`config.mk`:
```
export PLATFORM = sky130hd
export DESIGN_NAME = tadc_scan_seq
export DESIGN_NICKNAME = d
export VERILOG_FILES = /design/src/rtl/tadc_pkg.sv /design/src/rtl/tadc_spi_frame.sv /design/src/rtl/tadc_rdiv.sv /design/src/rtl/tadc_scan_seq.sv
export SDC_FILE = /design/constraint.sdc
export NUM_CORES = 1
export LEC_CHECK = 0
export BUFFER_PORTS_ARGS = -buffer_cell sky130_fd_sc_hd__buf_2
export CAP_MARGIN = 20
export CORE_AREA = 5 5 127 220
export CTS_CLUSTER_DIAMETER = 50
export DETAILED_ROUTE_END_ITERATION = 16
export DIE_AREA = 0 0 132 225
export MAX_ROUTING_LAYER = met4
export PLACE_DENSITY = 0.76
export SLEW_MARGIN = 25
export SYNTH_ARGS = -nofsm -noshare
export SYNTH_HDL_FRONTEND = slang
export SYNTH_SLANG_ARGS = --single-unit
```
`constraint.sdc`:
```
create_clock -name clk -period 6.15 [get_ports clk]
set_clock_uncertainty 0.1 [all_clocks]
set_input_delay 0.3075 -clock clk [delete_from_list [all_inputs] [get_ports clk]]
set_output_delay 0.3075 -clock clk [all_outputs]
set_load 0.01 [all_outputs]
```
`src/rtl/tadc_pkg.sv`:
```
package tadc_pkg;

  typedef enum logic [2:0] {
    ST_IDLE,
    ST_SEEK,
    ST_XFER,
    ST_DIVGO,
    ST_DIV
  } seq_state_e;

  // Command byte: start marker, input index, 12-bit mode, single-ended
  // select, reference-on, converter-on. Power bits drop on the last frame.
  function automatic logic [7:0] tadc_cmd(input logic [2:0] ch,
                                          input logic       ext_ref,
                                          input logic       last);
    logic se;
    se = (ch == 3'd0) || (ch == 3'd2) || (ch == 3'd6) || (ch == 3'd7);
    return {1'b1, ch, 1'b0, se, se & ~ext_ref & ~last, ~last};
  endfunction

endpackage

```
`src/rtl/tadc_spi_frame.sv`:
```
module tadc_spi_frame #(
  parameter int FRAME_W  = 24,
  parameter int HALF_CYC = 2,
  parameter int RX_LSB   = 3,
  parameter int RX_W     = 12
) (
  input  logic               clk,
  input  logic               rst_n,
  input  logic               go_i,
  input  logic [FRAME_W-1:0] tx_i,
  input  logic               miso_i,
  output logic               sclk_o,
  output logic               mosi_o,
  output logic               done_o,
  output logic [RX_W-1:0]    rx_o
);
  localparam int CW   = $clog2(HALF_CYC) + 1;
  localparam int BW   = $clog2(FRAME_W) + 1;
  localparam int SH_W = RX_LSB + RX_W;

  logic               act_q, ph_q;
  logic [CW-1:0]      cnt_q;
  logic [BW-1:0]      bits_q;
  logic [FRAME_W-1:0] tx_q;
  logic [SH_W-1:0]    rx_q;

  always_ff @(posedge clk or negedge rst_n) begin
    if (!rst_n) begin
      act_q  <= 1'b0;
      ph_q   <= 1'b0;
      cnt_q  <= '0;
      bits_q <= '0;
      tx_q   <= '0;
      rx_q   <= '0;
      sclk_o <= 1'b0;
      done_o <= 1'b0;
    end else begin
      done_o <= 1'b0;
      if (go_i) begin
        act_q  <= 1'b1;
        ph_q   <= 1'b0;
        cnt_q  <= '0;
        bits_q <= '0;
        tx_q   <= tx_i;
        sclk_o <= 1'b0;
      end else if (act_q) begin
        if (cnt_q == CW'(HALF_CYC - 1)) begin
          cnt_q <= '0;
          if (!ph_q) begin
            sclk_o <= 1'b1;
            ph_q   <= 1'b1;
            rx_q   <= {rx_q[SH_W-2:0], miso_i};
          end else begin
            sclk_o <= 1'b0;
            ph_q   <= 1'b0;
            tx_q   <= {tx_q[FRAME_W-2:0], 1'b0};
            bits_q <= bits_q + BW'(1);
            if (bits_q == BW'(FRAME_W - 1)) begin
              act_q  <= 1'b0;
              done_o <= 1'b1;
            end
          end
        end else begin
          cnt_q <= cnt_q + CW'(1);
        end
      end
    end
  end

  assign mosi_o = act_q & tx_q[FRAME_W-1];
  assign rx_o   = rx_q[SH_W-1:RX_LSB];

endmodule

```
`src/rtl/tadc_rdiv.sv`:
```
module tadc_rdiv #(
  parameter int NUM_W = 17,
  parameter int DEN_W = 5,
  parameter int QUO_W = 12
) (
  input  logic             clk,
  input  logic             rst_n,
  input  logic             go_i,
  input  logic [NUM_W-1:0] num_i,
  input  logic [DEN_W-1:0] den_i,
  output logic             done_o,
  output logic [QUO_W-1:0] quo_o
);
  localparam int CW = $clog2(NUM_W) + 1;

  logic             run_q;
  logic [CW-1:0]    cnt_q;
  logic [DEN_W-1:0] rem_q, den_q, nrem;
  logic [NUM_W-1:0] quo_q;
  logic [DEN_W:0]   shifted, sub;
  logic             qbit;

  always_comb begin
    shifted = {rem_q, quo_q[NUM_W-1]};
    qbit    = shifted >= {1'b0, den_q};
    sub     = shifted - {1'b0, den_q};
    nrem    = qbit ? DEN_W'(sub) : DEN_W'(shifted);
  end

  always_ff @(posedge clk or negedge rst_n) begin
    if (!rst_n) begin
      run_q  <= 1'b0;
      cnt_q  <= '0;
      rem_q  <= '0;
      den_q  <= '0;
      quo_q  <= '0;
      done_o <= 1'b0;
    end else begin
      done_o <= 1'b0;
      if (go_i) begin
        run_q <= 1'b1;
        cnt_q <= '0;
        rem_q <= '0;
        den_q <= den_i;
        quo_q <= num_i;
      end else if (run_q) begin
        rem_q <= nrem;
        quo_q <= {quo_q[NUM_W-2:0], qbit};
        cnt_q <= cnt_q + CW'(1);
        if (cnt_q == CW'(NUM_W - 1)) begin
          run_q  <= 1'b0;
          done_o <= 1'b1;
        end
      end
    end
  end

  assign quo_o = QUO_W'(quo_q);

endmodule

```
`src/rtl/tadc_scan_seq.sv`:
```
module tadc_scan_seq
  import tadc_pkg::*;
#(
  parameter int NCH      = 8,
  parameter int DATA_W   = 12,
  parameter int SKIP_W   = 4,
  parameter int OVS_W    = 5,
  parameter int OVS_MAX  = 16,
  parameter int HALF_CYC = 2,
  parameter int FRAME_W  = 24,
  parameter int DATA_LSB = 3
) (
  input  logic                  clk,
  input  logic                  rst_n,
  input  logic                  start_i,
  input  logic [NCH-1:0]        ch_en_i,
  input  logic                  ext_ref_i,
  input  logic [NCH*SKIP_W-1:0] skip_i,
  input  logic [NCH*OVS_W-1:0]  ovs_i,
  input  logic                  miso_i,
  output logic                  sclk_o,
  output logic                  mosi_o,
  output logic                  cs_n_o,
  output logic [NCH*DATA_W-1:0] result_o,
  output logic                  done_o
);
  localparam int CH_W  = $clog2(NCH);
  localparam int IDX_W = CH_W + 1;
  localparam int DEN_W = $clog2(OVS_MAX + 1);
  localparam int SUM_W = DATA_W + DEN_W;
  localparam int CNT_W = $clog2((1 << SKIP_W) + OVS_MAX);

  seq_state_e         st_q;
  logic [NCH-1:0]     mask_q;
  logic               ext_q, cs_q;
  logic [SKIP_W-1:0]  skip_q [NCH];
  logic [DEN_W-1:0]   ovs_q  [NCH];
  logic [DEN_W-1:0]   ovs_eff[NCH];
  logic [DATA_W-1:0]  res_q  [NCH];
  logic [IDX_W-1:0]   ch_q, slot_q;
  logic [CNT_W-1:0]   fcnt_q, total, nxt_f;
  logic [SUM_W-1:0]   acc_q;
  logic [SKIP_W-1:0]  cur_skip;
  logic [DEN_W-1:0]   cur_ovs;
  logic [CH_W-1:0]    ch_lo;
  logic               ch_end, last, launch_last, frm_go, frm_done, div_done;
  logic [FRAME_W-1:0] frm_tx;
  logic [DATA_W-1:0]  frm_rx, div_quo;

  // Clamp of the oversampling field, one lane per input.
  for (genvar g = 0; g < NCH; g++) begin : g_lane
    logic [OVS_W-1:0] ov;
    assign ov = ovs_i[g*OVS_W +: OVS_W];
    assign ovs_eff[g] = (ov == '0) ? DEN_W'(1)
                      : (int'(ov) > OVS_MAX) ? DEN_W'(OVS_MAX) : DEN_W'(ov);
    assign result_o[g*DATA_W +: DATA_W] = res_q[g];
  end

  assign ch_lo    = ch_q[CH_W-1:0];
  assign ch_end   = (ch_q == IDX_W'(NCH));
  assign cur_skip = skip_q[ch_lo];
  assign cur_ovs  = ovs_q[ch_lo];
  assign total    = CNT_W'(cur_skip) + CNT_W'(cur_ovs);
  assign last     = (fcnt_q == total - CNT_W'(1));

  always_comb begin
    frm_go = 1'b0;
    if (st_q == ST_SEEK && !ch_end && mask_q[ch_lo]) frm_go = 1'b1;
    if (st_q == ST_XFER && frm_done && !last)        frm_go = 1'b1;
    nxt_f       = (st_q == ST_SEEK) ? '0 : fcnt_q + CNT_W'(1);
    launch_last = (nxt_f == total - CNT_W'(1));
    frm_tx      = {tadc_cmd(3'(ch_lo), ext_q, launch_last), {(FRAME_W-8){1'b0}}};
  end

  tadc_spi_frame #(
    .FRAME_W(FRAME_W), .HALF_CYC(HALF_CYC), .RX_LSB(DATA_LSB), .RX_W(DATA_W)
  ) u_frame (
    .clk(clk), .rst_n(rst_n), .go_i(frm_go), .tx_i(frm_tx), .miso_i(miso_i),
    .sclk_o(sclk_o), .mosi_o(mosi_o), .done_o(frm_done), .rx_o(frm_rx)
  );

  tadc_rdiv #(
    .NUM_W(SUM_W), .DEN_W(DEN_W), .QUO_W(DATA_W)
  ) u_div (
    .clk(clk), .rst_n(rst_n), .go_i(st_q == ST_DIVGO),
    .num_i(acc_q + SUM_W'(cur_ovs) - SUM_W'(1)), .den_i(cur_ovs),
    .done_o(div_done), .quo_o(div_quo)
  );

  always_ff @(posedge clk or negedge rst_n) begin
    if (!rst_n) begin
      st_q   <= ST_IDLE;
      mask_q <= '0;
      ext_q  <= 1'b0;
      cs_q   <= 1'b0;
      ch_q   <= '0;
      slot_q <= '0;
      fcnt_q <= '0;
      acc_q  <= '0;
      done_o <= 1'b0;
      for (int k = 0; k < NCH; k++) begin
        skip_q[k] <= '0;
        ovs_q[k]  <= '0;
        res_q[k]  <= '0;
      end
    end else begin
      done_o <= 1'b0;
      unique case (st_q)
        ST_IDLE: if (start_i) begin
          mask_q <= ch_en_i;
          ext_q  <= ext_ref_i;
          ch_q   <= '0;
          slot_q <= '0;
          for (int k = 0; k < NCH; k++) begin
            skip_q[k] <= skip_i[k*SKIP_W +: SKIP_W];
            ovs_q[k]  <= ovs_eff[k];
            res_q[k]  <= '0;
          end
          st_q <= ST_SEEK;
        end
        ST_SEEK: begin
          if (ch_end) begin
            done_o <= 1'b1;
            cs_q   <= 1'b0;
            st_q   <= ST_IDLE;
          end else if (mask_q[ch_lo]) begin
            cs_q   <= 1'b1;
            fcnt_q <= '0;
            acc_q  <= '0;
            st_q   <= ST_XFER;
          end else begin
            ch_q <= ch_q + IDX_W'(1);
          end
        end
        ST_XFER: if (frm_done) begin
          if (fcnt_q >= CNT_W'(cur_skip)) acc_q <= acc_q + SUM_W'(frm_rx);
          fcnt_q <= fcnt_q + CNT_W'(1);
          if (last) st_q <= ST_DIVGO;
        end
        ST_DIVGO: st_q <= ST_DIV;
        ST_DIV: if (div_done) begin
          res_q[slot_q[CH_W-1:0]] <= div_quo;
          slot_q <= slot_q + IDX_W'(1);
          ch_q   <= ch_q + IDX_W'(1);
          st_q   <= ST_SEEK;
        end
        default: st_q <= ST_IDLE;
      endcase
    end
  end

  assign cs_n_o = ~cs_q;

endmodule

```
== After elaboration in Yosys (flattened, before gate mapping) ==
Index checks and enable logic that the tools add are counted.

* Register bits after elaboration: 297
* Input port bits: 85
* Logic and storage cells: 240

* Multiplexer cells: 98
* Reductions and logical operators: 38
* Magnitude comparators: 14
* Eq/ne operators: 22
* Bitwise gates (word level): 10
* $add $sub $neg: 12

{| class="wikitable"
|+ Operator list
! kind !! number
|-
| $mux 96 || 2
|-
| $pmux 96 s2 || 1
|-
| $mux 5 || 25
|-
| $mux 17 || 6
|-
| $bwmux 96 || 1
|-
| $mux 24 || 4
|-
| $gt 5x5->1 const B || 8
|-
| $logic_not 5->1 || 8
|-
| $demux 12 s3 || 1
|-
| $mux 6 || 6
|-
| $pmux 17 s2 || 1
|-
| $mux 4 || 7
|-
| $mux 1 || 27
|-
| $mux 3 || 6
|-
| $add 17x12->17 || 1
|-
| $add 17x5->17 || 1
|-
| $sub 17x1->17 const B || 1
|-
| $bmux 5 s3 || 1
|-
| $pmux 3 s5 || 1
|-
| $reduce_and 5->1 || 3
|-
| $reduce_bool 2->1 || 7
|-
| $add 6x1->6 const B || 2
|-
| $bmux 4 s3 || 1
|-
| $eq 6x5->1 const B || 2
|-
| 37 further kinds || 71
|}

== Depth between registers and ports, before layout ==
Gate-level depths: netlist of run 1.

* Depth after elaboration: 12
* Depth in mapped cells: 18

== By module ==
From an unflattened synthesis of run 1, not the netlist that was laid out.

* Cell total of the unflattened synthesis: 1529
* Area total of the unflattened synthesis: 15036.9 µm²

{| class="wikitable"
|+ Modules (own cells, without submodules)
! module !! cells each !! area each (µm²) !! instances !! sequential area each (µm²)
|-
| tadc_scan_seq || 1137 || 10842.9 || 1 || 5280.1
|-
| tadc_spi_frame || 198 || 2288.4 || 1 || 1251.2
|-
| tadc_rdiv || 194 || 1905.6 || 1 || 875.8
|}

== Worst setup path before layout of run 1 ==
Ideal clock, no wire load.

* Path type: reg2reg
* Start point: register ch_q[0]
* End point: register u_frame.rx_q[0]
* Arrival time: 5.008 ns
* Period minus slack after synthesis: 5.233 ns
* Cell stages (with the launch flop): 19
* Setup slack: 0.917 ns
* Cells stage by stage: dfrtp_1 buf_6 buf_1 clkbuf_1 mux4_2 mux2i_1 ha_1 inv_1 ha_1 fa_1 xor2_1 nor4_1 nand2b_1 nor4_4 nor3_2 or3_1 buf_2 buf_6 mux2_4

* Longest elaborated chain between the ends: 12
* Elaborated cells between the ends (all ways): 22
* Those cells by class: add/sub: 2; eq/ne: 2; mux: 10; bitwise: 2; reduce/logical: 6

{| class="wikitable"
|+ RTL lines
! item !! RTL line !! source
|-
| from (decl) || tadc_scan_seq.sv:40 || <nowiki>logic [IDX_W-1:0] ch_q, slot_q;</nowiki>
|-
| from (signal assigned) || tadc_scan_seq.sv:132 || <nowiki>ch_q <= ch_q + IDX_W'(1);</nowiki>
|-
| from (signal assigned) || tadc_scan_seq.sv:144 || <nowiki>ch_q <= ch_q + IDX_W'(1);</nowiki>
|-
| $not 3->4 (not written as such) || tadc_scan_seq.sv:61, tadc_scan_seq.sv:62 ||
|-
| $bmux 4 s3 / $bmux 5 s3 (equally long branches) || tadc_scan_seq.sv:61, tadc_scan_seq.sv:62 ||
|-
| $mux 4 (not written as such) / $mux 5 (equally long branches) (2 in a row) || tadc_scan_seq.sv:61, tadc_scan_seq.sv:62 ||
|-
| $add 4x5->5 || tadc_scan_seq.sv:63 || <nowiki>assign total = CNT_W'(cur_skip) + CNT_W'(cur_ovs);</nowiki>
|-
| $sub 5x1->5 || tadc_scan_seq.sv:64 || <nowiki>assign last = (fcnt_q == total - CNT_W'(1));</nowiki>
|-
| $eq 5x5->1 || tadc_scan_seq.sv:64 ||
|-
| $logic_not 1->1 || tadc_scan_seq.sv:69 || <nowiki>if (st_q == ST_XFER && frm_done && !last) frm_go = 1'b1;</nowiki>
|-
| $logic_and 1x1->1 || tadc_scan_seq.sv:69 ||
|-
| $mux 1 * || tadc_scan_seq.sv:69 ||
|-
| $not 1->1 (no source line) * || n/a ||
|-
| $reduce_and 4->1 (no source line) * || n/a ||
|-
| to (signal assigned) || tadc_spi_frame.sv:52 || <nowiki>rx_q <= {rx_q[SH_W-2:0], miso_i};</nowiki>
|-
| to (decl) || tadc_spi_frame.sv:25 || <nowiki>logic [SH_W-1:0] rx_q;</nowiki>
|}

Mark *: on every way between the ends. The rest lies on a longest branch, timed or not. The select of a mux whose other input is x is not followed.
A chain may end at the register's enable or synchronous reset.

== Worst setup path in the final report of run 1 ==
* Start point: register ch_q[0]
* End point: register u_frame.rx_q[7]

The elaborated chain is that of the path after synthesis.

==> results of run 1 <==
==> sequential cells by signal (all words and copies together), names as in the netlist, 5 cells and up <==
| register | cells |
|---|---|
| acc_q | 17 |
| fcnt_q | 5 |
| mask_q | 8 |
| ovs_q | 40 |
| result_o | 96 |
| skip_q | 32 |
| u_div.cnt_q | 6 |
| u_div.den_q | 5 |
| u_div.quo_q | 17 |
| u_div.rem_q | 5 |
| u_frame.bits_q | 6 |
| u_frame.rx_q | 15 |
| u_frame.tx_q | 8 |
==> per-stage QoR <==
step | cells | instance area [um^2] | total power (W)
after global routing | 1987 | 16700 | 0.00894
after detailed placement | 1870 | 15100 | 0.00656
final | 1988 | 16700 | 0.00832
after CTS | 1983 | 16700 | 0.00832
after global placement | 1870 | 15100 | 0.00644
after floorplan | 1433 | 14000 | 0.00567
==> final cells by class <==
type	instances	share of cell area (%)
antenna	4	0.0598
tap	320	2.39
inverter	55	1.23
clock buffer	37	4.56
timing repair buffer	262	10.3
sequential	280	41.9
multi-input combinational	1022	38.9
clock inverter	8	0.762
==> worst max-delay path, stage by stage, from the launching register on <==
cell and delay, ps:
dfrtp_2 870, mux4_2 590, mux2i_1 440, ha_1 240, inv_1 40, ha_1 200, fa_1 410, xor3_1 380
nor4_1 370, nand2b_1 160, nor4_4 180, nor3_2 70, buf_4 220, or3_1 700, mux2_1 430
==> power breakdown <==
part	total [W]	switching (W)	internal, W	leakage, nW
combinational	0.00385	0.00215	0.00170	4.13
sequential	0.00277	0.000413	0.00236	3.68
clock	0.00169	0.000697	0.000991	0.436
total	0.00832	0.00326	0.00506	8.25
==> timing repair <==
item                      in CTS  in global routing
gates resized for setup        0                  0
setup buffers                  0                  0
hold endpoints to repair     200                  0
hold buffers                  68                  0
==> worst min-delay path by stage <==
stage | from | to | slack, ps | cells past startpoint
after global placement | ovs_q[28] | ovs_q[28] | 350 | 2
after floorplan | rst_n | acc_q[0] | -90 | 0
final | ovs_i[31] | ovs_q[6] | 5 | 3
after CTS | ovs_i[30] | ovs_q[5] | 3 | 3
after detailed placement | ovs_q[26] | ovs_q[26] | 350 | 2
after global routing | ovs_i[26] | ovs_q[11] | 10 | 3
==> kinds of logic (layout without fill, tap and decap cells) <==
group / Yosys count / count (layout)
multiplexers: 76 / 76
flip-flops: 280 / 280
adder cells (fa/ha/maj): 62 / 62
XOR/XNOR: 43 / 43
AND/OR/NAND/NOR: 579 / 579
other: 0 / 4
AO/OA/AOI/OAI: 262 / 262
buffers and inverters: 131 / 362
==> cells in the final DEF, fill, tap and decap left out, types with 9 or more instances in the layout <==
cell,synthesis,layout
nand2_1,280,280
dfrtp_1,280,279
buf_2,1,183
o21ai_0,139,139
nand3_1,120,120
dlygate4sd3_1,0,68
nor2_1,62,61
ha_1,58,58
inv_1,54,54
mux2i_1,36,36
a21oi_1,33,33
nand3b_1,32,32
clkbuf_16,0,27
xnor2_1,21,21
xor2_1,20,20
nor3_1,21,20
mux4_2,18,18
a21o_1,13,13
o31ai_1,12,12
nand2b_1,11,11
nor2b_1,10,10
mux2_4,10,10
nand4_1,9,9
o21ai_1,9,9
==> layer usage <==
layer / vias up / global-route usage [%]
met1: 5547 / 26.6
li1: 5395 / -
met4: 0 / 13.3
met5: - / -
met2: 371 / 44.2
met3: 145 / 2.70
==> results.yml, run 1 <==
synth:
  syn_area_um2: 14000
  synth_top_area_share_pct: 50.0
  synth-seq-cells: 280
  syn-num-nets: 1580
  synth_warnings: 0
  synthAdderAreaFrac_pct: 5.75
  yosys-top-cells-count: "dfrtp_1, nand2_1, o21ai_0"
  synth_area_leaders: "dfrtp_1, nand2_1, ha_1"
  synth_edf_count: 0
  ys_seq_area_share_pct: 50.0
  yosysTopAreaCell: "dfrtp_1"
  synthSimpleGateAreaFrac_pct: 19.1
  syn_inst: 1433
  synthXorXnorAreaFrac_pct: 2.89
  muxShareOfSynthArea_pct: 7.50
  async_flop_share_pct: 100
  synth_compound_gate_area_share_pct: 11.1
  synth_top_family_by_area: "simple AND/OR/NAND/NOR gates"
  syn_area_per_cell_um2: 9.77
  synth_flop_cell: "dfrtp_1"
  yosysUniqueCellTypes: 73
cts:
  clock_sinks: 280
  tritoncts: "built"
  clkLatencyLatePin_ps: 530
  numCtsBuffers: 26
  cts_root_buffer: "clkbuf_16"
  cts.clk_slew.worst_paths_ps: 70
  htree_levels: 1
  clk_path_buf_depth: 3
timing:
  fin_crit_ps: 5570
  timing.final.crit_share_pct: 90.5
  tns_ps: 0
  fmax_mhz: 180
  tightest_slew_ps: 1000
  slew_headroom_pct: 33.1
  final_hold_viol_count: 0
  hold_ws_ps: 5.07
  rsz0062_at_grt: "false"
  finalWorstSetupSlack_ps: 585
  setup_viol: 0
  maxSlewViolCount: 0
placement:
  port_buffers: 184
  place_congestion: 0.883
  post-place-ws_ps: 560
  dp_hpwl_um: 24400
worst_setup_path:
  critPathRequiredTime_ps: 6450
  crit_type: "reg2reg"
  rrSetupSlack_ps: 580
  r2r_cells: 14
  critPathMaxFanout: 24
  worst-endpoint-arrival_ps: 5870
  regToRegStartpoint: "ch_q[0]"
  worstSetupStartpointType: "register"
  setup.worst_path.end_class: "register"
  r2r_end: "u_frame.rx_q[7]"
  critical_path.startpoint: "ch_q[0]"
  crit_end: "u_frame.rx_q[7]"
finish:
  regArea_um2: 7010
  fill_cells: 2004
  layout.nets: 1794
  multiInputGateArea_um2: 6500
  final_util_pct: 64.7
  area_growth_pct: 19.5
  drive_gt1_share_pct: 17.1
floorplan:
  die_w_um: 132
  rows: 78
  io_pins: 185
  dieArea_um2: 29700
  die_h_um: 225
  core-area_um2: 25900
  initial_core_util_pct: 54.2
global_route:
  grt_pass1_wl_um: 58900
  antenna_found_initial: 3
  grt_max_degree: 155
  overflow: 0
  grt_pass1_vias: 11700
  grt.total_usage_pct: 24.7
routing:
  post-route-drc-count: 0
  wl_met2_um: 19100
  m1WireLength_um: 13400
  postRouteAntennaNets: 0
  wl_met3_um: 1540
  avgRoutedWirePerCell_um: 18.3
  top_layer: "met4"
  dr.pass1.iters: 5
  viasPerCell: 5.76
  routed_wl_um: 36300
  dr.first_iter.drc_count: 677
  vias: 11500
hold_path:
  hp-class: "in2reg"
power_and_ir_drop:
  power_density_nw_per_um2: 497
  p_leak_nw: 8.25
  ir_worst_vdd_uv: 314
job:
  cap_violations: 0
run_status:
  status: "finished clean"
(Power assumes the default switching activity.)
==> run 2: changes to the inputs <==
- CORE_AREA: 5 5 127 220 -> 3 3 125 218
- DIE_AREA: 0 0 132 225 -> 0 0 128 221
==> run 2 against run 1 <==
Net effect: die area shrank 4.8%; cell count grew 0.55%; worst hold slack gained 6.9 ps; combinational power hardly changed; global-route usage increased by 1.1 points.
==> results.yml, run 2 (synthesis gave the netlist of run 1 again) <==
run_status:
  status: "finished clean"
timing:
  fin_crit_ps: 5360
  slew_headroom_pct: 35.3
  setup_viol: 0
  maxSlewViolCount: 0
  timing.final.crit_share_pct: 87.1
  final_hold_viol_count: 0
  fmax_mhz: 187
  tns_ps: 0
  hold_ws_ps: 11.9
  rsz0062_at_grt: "false"
  tightest_slew_ps: 971
floorplan:
  dieArea_um2: 28300
  die_w_um: 128
  io_pins: 185
  initial_core_util_pct: 54.4
  die_h_um: 221
  core-area_um2: 25800
  rows: 78
cts:
  cts_root_buffer: "clkbuf_16"
  cts_setup_buffers: 0
  htree_levels: 1
  numCtsBuffers: 26
  post_cts_resized: 0
  clock_sinks: 280
  clkLatencyLatePin_ps: 550
  tritoncts: "built"
  clk_path_buf_depth: 3
  cts.clk_slew.worst_paths_ps: 70
routing:
  viasPerCell: 5.72
  postRouteAntennaNets: 0
  routed_wl_um: 35600
  dr.pass1.iters: 5
  dr.first_iter.drc_count: 675
  vias: 11400
  avgRoutedWirePerCell_um: 17.8
  post-route-drc-count: 0
power_and_ir_drop:
  ir_worst_vdd_uv: 309
  power_density_nw_per_um2: 495
  p_total_w: 0.00835
  p_leak_nw: 8.33
global_route:
  busiest_layer: "met2"
  grt.total_usage_pct: 25.8
  grt_use_met3_pct: 2.75
  overflow: 0
  antenna_found_initial: 2
  grt_pass1_wl_um: 57700
  grtUsageMet2_pct: 44.3
  use_met1_pct: 28.6
  grt_pass1_vias: 11600
  grt_max_degree: 156
placement:
  dp_hpwl_um: 24000
  post_dp_cell_area_um2: 15100
  place_congestion: 0.862
  port_buffers: 184
finish:
  mostFrequentLayoutCell: "nand2_1"
  mostFrequentLayoutCells: "nand2_1, dfrtp_1, buf_2"
  drive_gt1_share_pct: 17.2
  regArea_um2: 7010
  area_growth_pct: 20.4
  largest_reg_flops: 96
  multiInputGateArea_um2: 6500
  fill_cells: 1995
  layout.nets: 1808
  fin_area_um2: 16900
job:
  cap_violations: 0
worst_setup_path:
  r2r_cells: 13
  rrSetupSlack_ps: 790
  worstSetupStartpointType: "register"
  regToRegStartpoint: "ch_q[0]"
  worst-endpoint-arrival_ps: 5670
  crit_type: "reg2reg"
  critPathRequiredTime_ps: 6460
  setup.worst_path.end_class: "register"
  r2r_end: "u_frame.rx_q[9]"
  critPathMaxFanout: 23
hold_path:
  hold_path.startpoint: "ovs_i[16]"
  hp-class: "in2reg"
  whs_path_depth: 3
  min_to: "ovs_q[21]"
run 2: cell types whose count changed in the layout (fill, tap and decap cells not counted), moves of 2 or more:
cell | previous run | this run
dlygate4sd3_1 | 68 | 81
clkbuf_1 | 5 | 1
buf_4 | 7 | 10
clkinv_2 | 2 | 4
diode_2 | 4 | 2
run 2: worst max path at each step:
| stage | startpoint | cells past startpoint | to | slack (ps) |
|---|---|---|---|---|
| after floorplan | ch_q[0] | 18 | u_frame.rx_q[0] | 920 |
| after global placement | ch_q[0] | 13 | u_frame.rx_q[14] | 930 |
| after detailed placement | ch_q[0] | 13 | u_frame.rx_q[9] | 850 |
| after CTS | ch_q[0] | 13 | u_frame.rx_q[9] | 820 |
| after global routing | ch_q[0] | 13 | u_frame.rx_q[9] | 540 |
| final | ch_q[0] | 13 | u_frame.rx_q[9] | 790 |
run 2: what timing repair did:
| item | CTS | global route |
|---|---|---|
| hold endpoints to repair | 204 | 1 |
| hold buffers | 80 | 1 |
| setup endpoints to repair | 0 | 0 |
run 2: layer usage:
layer / wire (um) / vias to the layer above
met1: 13100 / 5488
met3: 1520 / 155
li1: - / 5423
met4: 2410 / 0
met5: 0 / -
met2: 18600 / 371
run 2: cell type report:
| cell class | instances | share of cell area (%) |
|---|---|---|
| antenna | 2 | 0.0297 |
| clock buffer | 33 | 4.37 |
| clock inverter | 11 | 1.03 |
| inverter | 55 | 1.22 |
| multi-input combinational | 1022 | 38.5 |
| sequential | 280 | 41.5 |
| tap | 320 | 2.37 |
| timing repair buffer | 276 | 10.9 |
run 2: where the power goes:
| part | total, W | internal [W] | switching [W] | leakage [nW] |
|---|---|---|---|---|
| Clock | 0.00171 | 0.00101 | 0.000696 | 0.452 |
| Sequential | 0.00278 | 0.00236 | 0.000414 | 3.68 |
| Combinational | 0.00386 | 0.00173 | 0.00213 | 4.19 |
| Total | 0.00835 | 0.00511 | 0.00324 | 8.33 |
run 2: worst max-delay path, cell delays in order, from the launching register on:
cell and delay (ps):
dfrtp_2 850, mux4_2 630, mux2i_1 400, ha_1 220, inv_1 40, ha_1 190
fa_1 410, xor3_1 380, nor4_1 400, nand2b_1 170, nor4_4 170, nor3_2 90
or3_1 700, mux2_1 440
run 2: per-stage QoR:
step                      setup slack (ps)  util, %  std cells
after floorplan                        917        -       1433
after CTS                              824     65.4       1996
after global placement                 925     58.8       1872
after detailed placement               850     58.8       1872
after global routing                   541     65.5       1999
final                                  792     65.5       1999
